[src/rtl/cdenc_pkg.sv]
package cdenc_pkg;

  localparam int SECTOR_BYTES = 2352;
  localparam int SYNC_BYTES   = 12;
  localparam int HDR_BYTES    = 4;
  localparam int SUB_BYTES    = 8;
  localparam int USER_BYTES   = 2048;
  localparam int EDC_BYTES    = 4;
  localparam int PAR_BYTES    = 276;
  localparam int PAR_BASE     = SECTOR_BYTES - PAR_BYTES;
  localparam int DATA_BASE_M1 = SYNC_BYTES + HDR_BYTES;
  localparam int DATA_BASE_M2 = DATA_BASE_M1 + SUB_BYTES;

  localparam int HALF_SLOTS     = 49;
  localparam int WS_SLOTS       = 2 * HALF_SLOTS;
  localparam int BYTES_PER_HALF = (HALF_SLOTS - 1) / 8;
  localparam int WS_PERIODS     = SECTOR_BYTES / (2 * BYTES_PER_HALF);

  localparam int IDX_W  = $clog2(SECTOR_BYTES + 1);
  localparam int ADDR_W = $clog2(USER_BYTES);
  localparam int PAR_W  = ADDR_W;
  localparam int SLOT_W = $clog2(WS_SLOTS);
  localparam int WS_W   = $clog2(WS_PERIODS);

  localparam int SCR_W = 15;
  localparam logic [SCR_W-1:0] SCR_SEED = 15'h0001;
  localparam logic [31:0] EDC_POLY_REV  = 32'hD801_8001;

  typedef enum logic [2:0] {
    SRC_ZERO, SRC_ONES, SRC_HDR, SRC_MODE, SRC_SUB, SRC_BUF, SRC_EDC, SRC_PAR
  } srcKind_e;

  typedef struct packed {
    srcKind_e   kind;
    logic [1:0] lane;
    logic       crcOn;
    logic       scrOn;
  } byteSel_t;

  typedef struct packed {
    byteSel_t            sel;
    logic [ADDR_W-1:0]   addr;
  } byteDesc_t;

  typedef struct packed {
    logic     init;
    logic     commit;
    byteSel_t sel;
    logic     load;
    logic     shift;
    logic     dataSlot;
  } ctrlStb_t;

  // Where does sector byte idx come from, and which running codes touch it.
  function automatic byteDesc_t decodeIdx(input logic [IDX_W-1:0] idx, input logic modeTwo);
    byteDesc_t d;
    int i;
    int dataBase;
    int edcBase;
    i        = int'(idx);
    dataBase = modeTwo ? DATA_BASE_M2 : DATA_BASE_M1;
    edcBase  = dataBase + USER_BYTES;
    d            = '0;
    d.sel.kind   = SRC_ZERO;
    d.sel.scrOn  = (i >= SYNC_BYTES);
    if (i < SYNC_BYTES) begin
      d.sel.kind  = (i == 0 || i == SYNC_BYTES - 1) ? SRC_ZERO : SRC_ONES;
      d.sel.crcOn = !modeTwo;
    end else if (i < SYNC_BYTES + HDR_BYTES - 1) begin
      d.sel.kind  = SRC_HDR;
      d.sel.lane  = 2'(i - SYNC_BYTES);
      d.sel.crcOn = !modeTwo;
    end else if (i == SYNC_BYTES + HDR_BYTES - 1) begin
      d.sel.kind  = SRC_MODE;
      d.sel.lane  = modeTwo ? 2'd2 : 2'd1;
      d.sel.crcOn = !modeTwo;
    end else if (i < dataBase) begin
      d.sel.kind  = SRC_SUB;
      d.sel.lane  = 2'((i - DATA_BASE_M1) % 4);
      d.sel.crcOn = 1'b1;
    end else if (i < edcBase) begin
      d.sel.kind  = SRC_BUF;
      d.addr      = ADDR_W'(i - dataBase);
      d.sel.crcOn = 1'b1;
    end else if (i < edcBase + EDC_BYTES) begin
      d.sel.kind  = SRC_EDC;
      d.sel.lane  = 2'(i - edcBase);
    end else if (i >= PAR_BASE) begin
      d.sel.kind  = SRC_PAR;
      d.addr      = ADDR_W'(i - PAR_BASE);
    end
    return d;
  endfunction

  function automatic logic [31:0] edcByte(input logic [31:0] c, input logic [7:0] b);
    logic [31:0] r;
    r = c ^ {24'd0, b};
    for (int k = 0; k < 8; k++) begin
      r = r[0] ? ((r >> 1) ^ EDC_POLY_REV) : (r >> 1);
    end
    return r;
  endfunction

  function automatic logic [7:0] scrMask(input logic [SCR_W-1:0] s);
    logic [SCR_W-1:0] t;
    logic [7:0] m;
    t = s;
    for (int k = 0; k < 8; k++) begin
      m[k] = t[0];
      t    = {t[0] ^ t[1], t[SCR_W-1:1]};
    end
    return m;
  endfunction

  function automatic logic [SCR_W-1:0] scrAdv(input logic [SCR_W-1:0] s);
    logic [SCR_W-1:0] t;
    t = s;
    for (int k = 0; k < 8; k++) begin
      t = {t[0] ^ t[1], t[SCR_W-1:1]};
    end
    return t;
  endfunction

endpackage

[src/rtl/cdenc_ctrl.sv]
module cdenc_ctrl
  import cdenc_pkg::*;
(
  input  logic              clk,
  input  logic              rstN,
  input  logic              startStb,
  input  logic              modeSel,
  output ctrlStb_t          stb,
  output logic              bufRd,
  output logic [ADDR_W-1:0] bufAddr,
  output logic              parRd,
  output logic [PAR_W-1:0]  parAddr,
  output logic              serClk,
  output logic              wordSel,
  output logic              sectorDone
);

  logic              runQ;
  logic              modeQ;
  logic [IDX_W-1:0]  prepIdx;
  logic              pendQ;
  byteSel_t          pendSel;
  logic              nextValid;
  logic              serOn;
  logic              bitPh;
  logic [SLOT_W-1:0] slot;
  logic [WS_W-1:0]   wsCnt;
  logic [2:0]        bitCnt;
  logic              doneQ;

  byteDesc_t fetchDesc;
  logic accept, doFetch, serStart, padSlot, slotEnd, lastSlot;
  logic byteEnd, lastByteEnd, loadNow, shiftNow;

  always_comb begin
    fetchDesc   = decodeIdx(prepIdx, modeQ);
    accept      = !runQ && startStb;
    doFetch     = runQ && !nextValid && !pendQ && (prepIdx < IDX_W'(SECTOR_BYTES));
    serStart    = runQ && !serOn && nextValid;
    padSlot     = (slot == SLOT_W'(HALF_SLOTS - 1)) || (slot == SLOT_W'(WS_SLOTS - 1));
    slotEnd     = serOn && bitPh;
    lastSlot    = slotEnd && (slot == SLOT_W'(WS_SLOTS - 1)) && (wsCnt == WS_W'(WS_PERIODS - 1));
    byteEnd     = slotEnd && !padSlot && (bitCnt == 3'd7);
    lastByteEnd = byteEnd && (wsCnt == WS_W'(WS_PERIODS - 1)) && (slot == SLOT_W'(WS_SLOTS - 2));
    loadNow     = serStart || (byteEnd && !lastByteEnd);
    shiftNow    = slotEnd && !padSlot && !byteEnd;
  end

  always_comb begin
    stb.init     = accept;
    stb.commit   = pendQ;
    stb.sel      = pendSel;
    stb.load     = loadNow;
    stb.shift    = shiftNow;
    stb.dataSlot = serOn && !padSlot;
  end

  assign bufRd      = doFetch && (fetchDesc.sel.kind == SRC_BUF);
  assign parRd      = doFetch && (fetchDesc.sel.kind == SRC_PAR);
  assign bufAddr    = fetchDesc.addr;
  assign parAddr    = fetchDesc.addr;
  assign serClk     = serOn && bitPh;
  assign wordSel    = serOn && (slot >= SLOT_W'(HALF_SLOTS));
  assign sectorDone = doneQ;

  // Byte preparation: fetch one cycle, commit the next.
  always_ff @(posedge clk) begin
    if (!rstN) begin
      runQ      <= 1'b0;
      modeQ     <= 1'b0;
      prepIdx   <= '0;
      pendQ     <= 1'b0;
      pendSel   <= '0;
      nextValid <= 1'b0;
    end else begin
      if (accept) begin
        runQ      <= 1'b1;
        modeQ     <= modeSel;
        prepIdx   <= '0;
        pendQ     <= 1'b0;
        nextValid <= 1'b0;
      end else begin
        if (lastSlot) runQ <= 1'b0;
        pendQ <= doFetch;
        if (doFetch) pendSel <= fetchDesc.sel;
        if (pendQ) begin
          prepIdx   <= prepIdx + 1'b1;
          nextValid <= 1'b1;
        end else if (loadNow) begin
          nextValid <= 1'b0;
        end
      end
    end
  end

  // Bit-slot sequencing.
  always_ff @(posedge clk) begin
    if (!rstN) begin
      serOn  <= 1'b0;
      bitPh  <= 1'b0;
      slot   <= '0;
      wsCnt  <= '0;
      bitCnt <= '0;
      doneQ  <= 1'b0;
    end else begin
      doneQ <= lastSlot;
      if (serStart) begin
        serOn  <= 1'b1;
        bitPh  <= 1'b0;
        slot   <= '0;
        wsCnt  <= '0;
        bitCnt <= '0;
      end else if (serOn) begin
        bitPh <= !bitPh;
        if (slotEnd) begin
          if (!padSlot) bitCnt <= bitCnt + 1'b1;
          if (slot == SLOT_W'(WS_SLOTS - 1)) begin
            slot  <= '0;
            wsCnt <= wsCnt + 1'b1;
          end else begin
            slot <= slot + 1'b1;
          end
          if (lastSlot) serOn <= 1'b0;
        end
      end
    end
  end

  a_r1_busy_hold: assert property (@(posedge clk) disable iff (!rstN)
    runQ && startStb |=> $stable(modeQ));
  a_r8_load_ready: assert property (@(posedge clk) disable iff (!rstN)
    loadNow |-> nextValid);
  a_r8_clk_toggle: assert property (@(posedge clk) disable iff (!rstN)
    serOn |=> !serOn || (serClk != $past(serClk)));
  a_r10_done_single: assert property (@(posedge clk) disable iff (!rstN)
    sectorDone |=> !sectorDone);

endmodule

[src/rtl/cdenc_dp.sv]
module cdenc_dp
  import cdenc_pkg::*;
(
  input  logic        clk,
  input  logic        rstN,
  input  ctrlStb_t    stb,
  input  logic [23:0] hdrIn,
  input  logic [31:0] subIn,
  input  logic [7:0]  bufData,
  input  logic [7:0]  parData,
  output logic        serData
);

  logic [23:0]      hdrQ;
  logic [31:0]      subQ;
  logic [31:0]      crcQ;
  logic [SCR_W-1:0] lfsrQ;
  logic [7:0]       nextQ;
  logic [7:0]       shiftQ;
  logic [7:0]       rawByte;
  logic [7:0]       outByte;

  always_comb begin
    unique case (stb.sel.kind)
      SRC_ZERO: rawByte = 8'h00;
      SRC_ONES: rawByte = 8'hFF;
      SRC_HDR:  rawByte = 8'(hdrQ >> {2'd2 - stb.sel.lane, 3'b000});
      SRC_MODE: rawByte = {6'd0, stb.sel.lane};
      SRC_SUB:  rawByte = 8'(subQ >> {2'd3 - stb.sel.lane, 3'b000});
      SRC_BUF:  rawByte = bufData;
      SRC_EDC:  rawByte = 8'(crcQ >> {stb.sel.lane, 3'b000});
      SRC_PAR:  rawByte = parData;
      default:  rawByte = 8'h00;
    endcase
    outByte = stb.sel.scrOn ? (rawByte ^ scrMask(lfsrQ)) : rawByte;
  end

  always_ff @(posedge clk) begin
    if (!rstN) begin
      hdrQ   <= '0;
      subQ   <= '0;
      crcQ   <= '0;
      lfsrQ  <= SCR_SEED;
      nextQ  <= '0;
      shiftQ <= '0;
    end else begin
      if (stb.init) begin
        hdrQ  <= hdrIn;
        subQ  <= subIn;
        crcQ  <= '0;
        lfsrQ <= SCR_SEED;
      end else if (stb.commit) begin
        nextQ <= outByte;
        if (stb.sel.crcOn) crcQ  <= edcByte(crcQ, rawByte);
        if (stb.sel.scrOn) lfsrQ <= scrAdv(lfsrQ);
      end
      if (stb.load)       shiftQ <= nextQ;
      else if (stb.shift) shiftQ <= {shiftQ[6:0], 1'b0};
    end
  end

  assign serData = stb.dataSlot && shiftQ[7];

  a_r7_lfsr_live: assert property (@(posedge clk) disable iff (!rstN)
    lfsrQ != '0);
  a_r5_edc_frozen: assert property (@(posedge clk) disable iff (!rstN)
    stb.commit && (stb.sel.kind == SRC_EDC) |=> $stable(crcQ));

endmodule

[src/rtl/cdenc_serializer.sv]
module cdenc_serializer
  import cdenc_pkg::*;
(
  input  logic              clk,
  input  logic              rstN,
  input  logic              startStb,
  input  logic              modeSel,
  input  logic [23:0]       hdrAddr,
  input  logic [31:0]       subHdr,
  output logic              bufRd,
  output logic [ADDR_W-1:0] bufAddr,
  input  logic [7:0]        bufData,
  output logic              parRd,
  output logic [PAR_W-1:0]  parAddr,
  input  logic [7:0]        parData,
  output logic              serClk,
  output logic              wordSel,
  output logic              serData,
  output logic              sectorDone
);

  ctrlStb_t stb;

  cdenc_ctrl ctrl_i (
    .clk        (clk),
    .rstN       (rstN),
    .startStb   (startStb),
    .modeSel    (modeSel),
    .stb        (stb),
    .bufRd      (bufRd),
    .bufAddr    (bufAddr),
    .parRd      (parRd),
    .parAddr    (parAddr),
    .serClk     (serClk),
    .wordSel    (wordSel),
    .sectorDone (sectorDone)
  );

  cdenc_dp dp_i (
    .clk     (clk),
    .rstN    (rstN),
    .stb     (stb),
    .hdrIn   (hdrAddr),
    .subIn   (subHdr),
    .bufData (bufData),
    .parData (parData),
    .serData (serData)
  );

endmodule

[config.mk]
export PLATFORM = sky130hd
export DESIGN_NAME = cdenc_serializer
export DESIGN_NICKNAME = d
export VERILOG_FILES = /design/src/rtl/cdenc_pkg.sv /design/src/rtl/cdenc_ctrl.sv /design/src/rtl/cdenc_dp.sv /design/src/rtl/cdenc_serializer.sv
export SDC_FILE = /design/constraint.sdc
export NUM_CORES = 1
export LEC_CHECK = 0
export BUFFER_PORTS_ARGS = -buffer_cell sky130_fd_sc_hd__buf_2
export CAP_MARGIN = 20
export CORE_MARGIN = 1
export CORE_UTILIZATION = 40
export CTS_BUF_LIST = sky130_fd_sc_hd__clkbuf_4
export DETAILED_ROUTE_END_ITERATION = 10
export PLACE_DENSITY = 0.73
export SLEW_MARGIN = 20
export SYNTH_ARGS = -nofsm -noshare
export SYNTH_HDL_FRONTEND = slang
export SYNTH_HIERARCHICAL = 1
export SYNTH_SLANG_ARGS = --single-unit
[constraint.sdc]
create_clock -name clk -period 2.7 [get_ports clk]
set_input_delay 0.135 -clock clk [delete_from_list [all_inputs] [get_ports clk]]
set_output_delay 0.135 -clock clk [all_outputs]
set_load 0.02 [all_outputs]
; Word-level counts from Yosys, hierarchy flattened
; Index checks and enable logic that the tools add are counted.
[classes]
addsub = 13
magnitude_cmp = 9
n_eq_ne = 16
n_shift = 3
muxes = 43
bitwise = 21
reduce_logical = 46
[ops]
columns = operator, count
row1 = $mux 32, 8
row2 = $mux 11, 7
row3 = $lt 13x32->1, 2
row4 = $pmux 8 s8, 1
row5 = $shr 32x5->8, 2
row6 = $not 6->7, 8
row7 = $add 32x4->32 const B, 1
row8 = $xor 32x8->32, 1
row9 = $eq 12x5->1 const B, 2
row10 = $lt 12x4->1 const B, 2
row11 = $mux 8, 3
row12 = $shr 24x5->8, 1
row13 = $eq 3x3->1 const B, 7
row14 = $logic_and 1x1->1, 20
row15 = $mux 6, 3
row16 = $eq 7x7->1 const B, 2
row17 = $add 5x12->13 const B, 1
row18 = $add 12x1->12 const B, 1
row19 = $ge 12x12->1 const B, 1
row20 = $ge 12x4->1 const B, 1
row21 = $logic_not 12->1, 1
row22 = $lt 12x12->1 const B, 1
row23 = $lt 12x5->1, 1
row24 = $mux 3, 4
row25 = 27 further kinds, 70
[word_totals]
register_bits = 163
inputBits = 76
out_inout_bits = 28

; Logic depth before layout (Yosys ltp)
[depth]
depth_word = 20
ltp_mapped = 12

; By module
; The synthesis kept the hierarchy.
[by_module_without_submodules]
columns = module, instances, cells_each, area_each_um2, seq_area_each_um2
row1 = cdenc_dp, 1, 602, 5903.2, 2382.3
row2 = cdenc_ctrl, 1, 344, 2743.9, 880.8

; Least setup slack after synthesis
; OpenSTA, ideal clock, no wires.
[synth_path]
path_kind = reg2reg
startpoint = register ctrl_i.pendSel, in the netlist ctrl_i/stb[5]
endpoint = register dp_i.crcQ[0]
setup_time_ps = 73
arrival_time_ps = 2908
required_time_ps = 2627
slack_ps = -281
stages_incl_launch_ff = 12
cell_sequence = dfxtp_1 -> buf_6 -> buf_12 -> buf_4 -> mux4_1 -> a22o_1 -> a31o_2 -> xor2_1 -> xnor2_2 -> xnor3_2 -> and3_1 -> nor3_2
[synth_via]
elab_chain_cells = 13
elab_cells_between_ends = 22
cone_classes = add/sub: 2 / shift: 3 / mux: 9 / bitwise: 8
[synth_lines]
columns = element, line
row1 = from (decl), cdenc_ctrl.sv:22  ; byteSel_t pendSel;
row2 = from (signal assigned), cdenc_ctrl.sv:85  ; if (doFetch) pendSel <= fetchDesc.sel;
row3 = "$sub 2x2->2, on equally long branches", "cdenc_dp.sv:29, cdenc_dp.sv:27"
row4 = $shr 32x5->8 / $shr 24x5->8 (equally long branches), "cdenc_dp.sv:29, cdenc_dp.sv:27"
row5 = $pmux 8 s8 *, cdenc_dp.sv:24  ; unique case (stb.sel.kind)
row6 = $xor 32x8->32 *, cdenc_pkg.sv:97  ; r = c ^ {24'd0, b};
row7 = $mux 32 * (6 in a row), cdenc_pkg.sv:99  ; r = r[0] ? ((r >> 1) ^ EDC_POLY_REV) : (r >> 1);
row8 = $not 6->7 (no line) / $mux 32 (equally long branches), n/a
row9 = $mux 32 * (2 in a row), cdenc_pkg.sv:99
row10 = to (signal assigned), cdenc_dp.sv:54  ; if (stb.sel.crcOn) crcQ <= edcByte(crcQ, rawByte);
row11 = to (decl), cdenc_dp.sv:16  ; logic [31:0] crcQ;
; Every way passes the cells marked *; elsewhere a longest branch is shown, timed or not.
; A chain may end at the register's enable or synchronous reset.

; Worst setup path in the final report
[layout_path]
startpoint = register ctrl_i.prepIdx[5]
endpoint = output parAddr[6]
[layout_via]
elab_chain_cells = 8
elab_cells_between_ends = 16
cone_classes = add/sub: 2 / order compare: 6 / eq/ne: 1 / mux: 7
[layout_lines]
columns = element, line
row1 = from (decl), cdenc_ctrl.sv:20  ; logic [IDX_W-1:0] prepIdx;
row2 = from (signal assigned), cdenc_ctrl.sv:87  ; prepIdx <= prepIdx + 1'b1;
row3 = "parallel branches: the longest is 7 deep, another holds $lt 13x32->1", n/a
row4 = $mux 11 *, cdenc_pkg.sv:66  ; if (i < SYNC_BYTES) begin
row5 = to (decl), cdenc_serializer.sv:14  ; output logic [PAR_W-1:0] parAddr,
; Mark *: on every way between the ends.

==> metrics <==
most crowded layer after global routing met2; Area after DPL 0.00967 mm2; fraction of layout instances using a drive strength above 1 28.2%; violated checks setup timing; total non-filler cell area in the finished layout 0.0111 mm2; number of setup violations in the final report 10; Initial Utilization 41.0%; fraction of the yosys area taken by sequential cells 37.7%; post-detailed-route count of antenna-violating nets 0; Sinks on Clock Net 163; arrival time of the worst setup path 2.79 ns; DPL Wire Length 14.8 mm; net switching component of the power 1.21 mW; root buffer selected by CTS sky130_fd_sc_hd__clkbuf_4; synthesized instance count 946; commonest cells after routing, fill and taps aside sky130_fd_sc_hd__dfxtp_1 (158), sky130_fd_sc_hd__nand2_1 (101), sky130_fd_sc_hd__buf_2 (95), sky130_fd_sc_hd__buf_4 (81), sky130_fd_sc_hd__mux2i_1 (72); Leak 4.33 nW; Avg WL per Cell 15.9 um; source of the critical timing path ctrl_i/prepIdx[5]; number of design-rule violations left by the first detailed-router iteration 468; number of violations of the max-capacitance limit 0; Net count, final 1218; unrepaired setup endpoints after global routing yes; Clock transition at path regs 0.15 ns; die area 0.0222 mm2; Fin Clk Skew 0.0263 ns; via density per instance 5.18; share of the clock period used by the worst path 108%; synthesis warning total 6; Inst Count DP 1298; Area Overhead vs Synth 28.9%; syn_nets 1036; Int Pwr 3.53 mW; synthesized area divided by synthesized cell count 9.14 um2; via count of the first global-routing pass 6978; launch point of the worst reg-to-reg path ctrl_i/stb[5]; Max-slew headroom 48.9%; Pre-Repair DR Iteration Count 5; Clock power frac 34.1%; total via count in the routed design 7347; kind of path behind the tightest hold check in2reg; R2R Path End dp_i/crcQ[0]; Worst Setup End Kind output port; y dimension of the die 149 um; portion of synthesized cell area occupied by the leading cell type 37.7%; smallest hold slack 0.332 ns; number of enable-type register cells in the synthesized netlist 0; GRT overflow 0; DRC violation count after routing 0; most used flip-flop cell after synthesis sky130_fd_sc_hd__dfxtp_1; slew at the pin closest to its max-slew limit 0.765 ns; met1 layer usage reported by global route 27.0%; number of slew-limit violations in the final report 0; post-placement setup slack -0.167 ns; #FFs+latches synth 163; maximum number of pins on one net before global-route repair 60; antenna violations before repair 1; asr flop ratio synth 0%; critical path fanouts, max 4; top cells by area, synth sky130_fd_sc_hd__dfxtp_1 (38%), sky130_fd_sc_hd__mux2i_1 (8.5%), sky130_fd_sc_hd__xnor2_1 (4.8%); met2 capacity usage during global routing 32.8%; most common cell after layout, fill and taps aside sky130_fd_sc_hd__dfxtp_1; post-synthesis cell type count 69; logic gate share of total power 12.8%; Worst R2R Path Depth 9; clock tree from TritonCTS yes; Flop pwr share 53.1%; final routed wirelength across all metal layers 22.5 mm; number of primary I/O pins 104; Post-Syn Area 0.00865 mm2; IR drop worst, VDD 0.000289 V; Hold Fails Final Rpt 0; global routing usage on met3 4.50%; routability congestion estimate from global placement 0.861; CP Launch Type register; cts bufs inserted 17; cell accounting for the most synthesized area sky130_fd_sc_hd__dfxtp_1; number of levels in the clock H-tree 4; global routing usage summed across all routing layers 20.6%; min cycle time layout 2.92 ns; worst-case register-to-register setup slack -0.21 ns; wire length of the first global-routing pass 35.9 mm; Final Util 52.8%; # port buffers 103; total power density per cell area 425 mW/mm2; cell row count 53; Worst Setup Slack, final -0.220 ns; maximum clock frequency 0.342 GHz; required time of the worst setup path 2.57 ns; Worst Setup EP parAddr[6]; insertion delay to the later sink of the worst-skew pair 0.58 ns; Cell Count, Final, Fillers Out 1417; switch share 25.6%; critical path class reg2out; status finished with violations; Core Footprint 0.0211 mm2; die outline width 149 um; Max Root-Sink Buffers 2
-- critical path: stages, from the launching register on --
cell,delay [ns]
sky130_fd_sc_hd__dfxtp_2,0.35
sky130_fd_sc_hd__or4_4,0.56
sky130_fd_sc_hd__o41ai_4,0.27
sky130_fd_sc_hd__mux2_4,0.37
sky130_fd_sc_hd__or4_4,0.43
sky130_fd_sc_hd__nand2_2,0.09
sky130_fd_sc_hd__buf_4,0.14
-- what timing repair did --
item | in CTS | in global routing
endpoints found under the hold margin | 74 | 0
cloned | 2 | 0
endpoints found under the setup margin | 28 | 32
pin swaps | 10 | 11
resized for setup | 43 | 38
hold buffers | 59 | 0
setup buffers | 11 | 14
-- power by group through the flow --
stage / Combinational [mW] / Clock, mW / Sequential (mW)
floorplan: 0.329 / 0 / 2.55
global placement: 0.488 / 0 / 2.57
detailed placement: 0.498 / 0 / 2.57
CTS: 0.579 / 1.64 / 2.52
global route: 0.652 / 1.76 / 2.53
finish: 0.606 / 1.61 / 2.52
-- kinds of logic after synthesis --
| group | after synthesis | synth area share [%] |
|---|---|---|
| AND/OR/NAND/NOR | 357 | 21.1 |
| flip-flops | 163 | 37.7 |
| AO/OA/AOI/OAI | 140 | 10.6 |
| multiplexers | 104 | 15.1 |
| buffers and inverters | 101 | 5.99 |
| XOR/XNOR | 67 | 7.45 |
| adder cells (fa/ha/maj) | 14 | 2.03 |
-- how the worst min path moves through the flow --
stage,slack [ns],endpoint,cells after the start,from
floorplan,0.27,ctrl_i/stb[9],2,rstN
global route,0.32,dp_i/crcQ[28],7,bufData[5]
global placement,0.37,ctrl_i/modeQ,3,modeSel
CTS,0.23,dp_i/nextQ[5],7,bufData[5]
finish,0.33,dp_i/crcQ[13],7,bufData[5]
detailed placement,0.37,ctrl_i/modeQ,3,modeSel
-- cell usage after synthesis, types with 3 or more instances --
master,instances
sky130_fd_sc_hd__nand4_1,9
sky130_fd_sc_hd__nor3_1,13
sky130_fd_sc_hd__buf_2,7
sky130_fd_sc_hd__mux4_1,10
sky130_fd_sc_hd__and3_1,7
sky130_fd_sc_hd__clkbuf_1,45
sky130_fd_sc_hd__mux2_4,3
sky130_fd_sc_hd__xnor2_1,47
sky130_fd_sc_hd__and2_1,19
sky130_fd_sc_hd__nor4_1,5
sky130_fd_sc_hd__ha_1,14
sky130_fd_sc_hd__a21oi_1,45
sky130_fd_sc_hd__buf_4,28
sky130_fd_sc_hd__xor2_1,15
sky130_fd_sc_hd__nor3b_1,8
sky130_fd_sc_hd__or3_1,6
sky130_fd_sc_hd__a211oi_1,27
sky130_fd_sc_hd__buf_1,5
sky130_fd_sc_hd__nand2_1,104
sky130_fd_sc_hd__mux2i_1,73
sky130_fd_sc_hd__a21o_1,4
sky130_fd_sc_hd__nor2_1,74
sky130_fd_sc_hd__a31oi_1,3
sky130_fd_sc_hd__mux2_2,12
sky130_fd_sc_hd__nor3_2,3
sky130_fd_sc_hd__nor2b_1,62
sky130_fd_sc_hd__dfxtp_1,163
sky130_fd_sc_hd__mux4_2,6
sky130_fd_sc_hd__a32oi_1,3
sky130_fd_sc_hd__nand3_1,21
sky130_fd_sc_hd__inv_1,11
sky130_fd_sc_hd__o211ai_1,4
sky130_fd_sc_hd__nand2b_1,8
sky130_fd_sc_hd__nor3b_2,3
sky130_fd_sc_hd__a31o_2,3
sky130_fd_sc_hd__o21ai_0,32
-- flip-flops by register name, indices dropped and copies added, names as in the netlist, 8 cells and up --
register and flops:
dp_i/subQ 32, dp_i/hdrQ 24, ctrl_i/wsCnt 8, ctrl_i/prepIdx 12
dp_i/lfsrQ 15, dp_i/crcQ 32, dp_i/nextQ 8, dp_i/shiftQ 8
-- layer usage --
| metal | wire length (um) | up-vias | part of all wire (%) |
|---|---|---|---|
| li1 | - | 3626 | - |
| met1 | 10200 | 3445 | 45 |
| met2 | 10600 | 225 | 47 |
| met3 | 1090 | 51 | 4.8 |
| met4 | 601 | 0 | 2.7 |
| met5 | 0 | - | 0 |
-- stage by stage --
step / setup TNS [ns] / total power [mW]
global placement: -0.155 / 3.06
finish: -1.89 / 4.74
detailed placement: -0.539 / 3.07
global route: -3.34 / 4.94
floorplan: -0.447 / 2.88
CTS: -1.82 / 4.74
-- cell type report --
| class | instances | area, um2 |
|---|---|---|
| tap | 275 | 344 |
| clock buffer | 18 | 135 |
| timing repair buffer | 251 | 1940 |
| multi-input combinational | 682 | 5200 |
| fill | 1831 | 9940 |
| clock inverter | 14 | 186 |
| antenna | 1 | 2.50 |
| sequential | 163 | 3270 |
| inverter | 13 | 51.3 |
(Power assumes the default switching activity.)
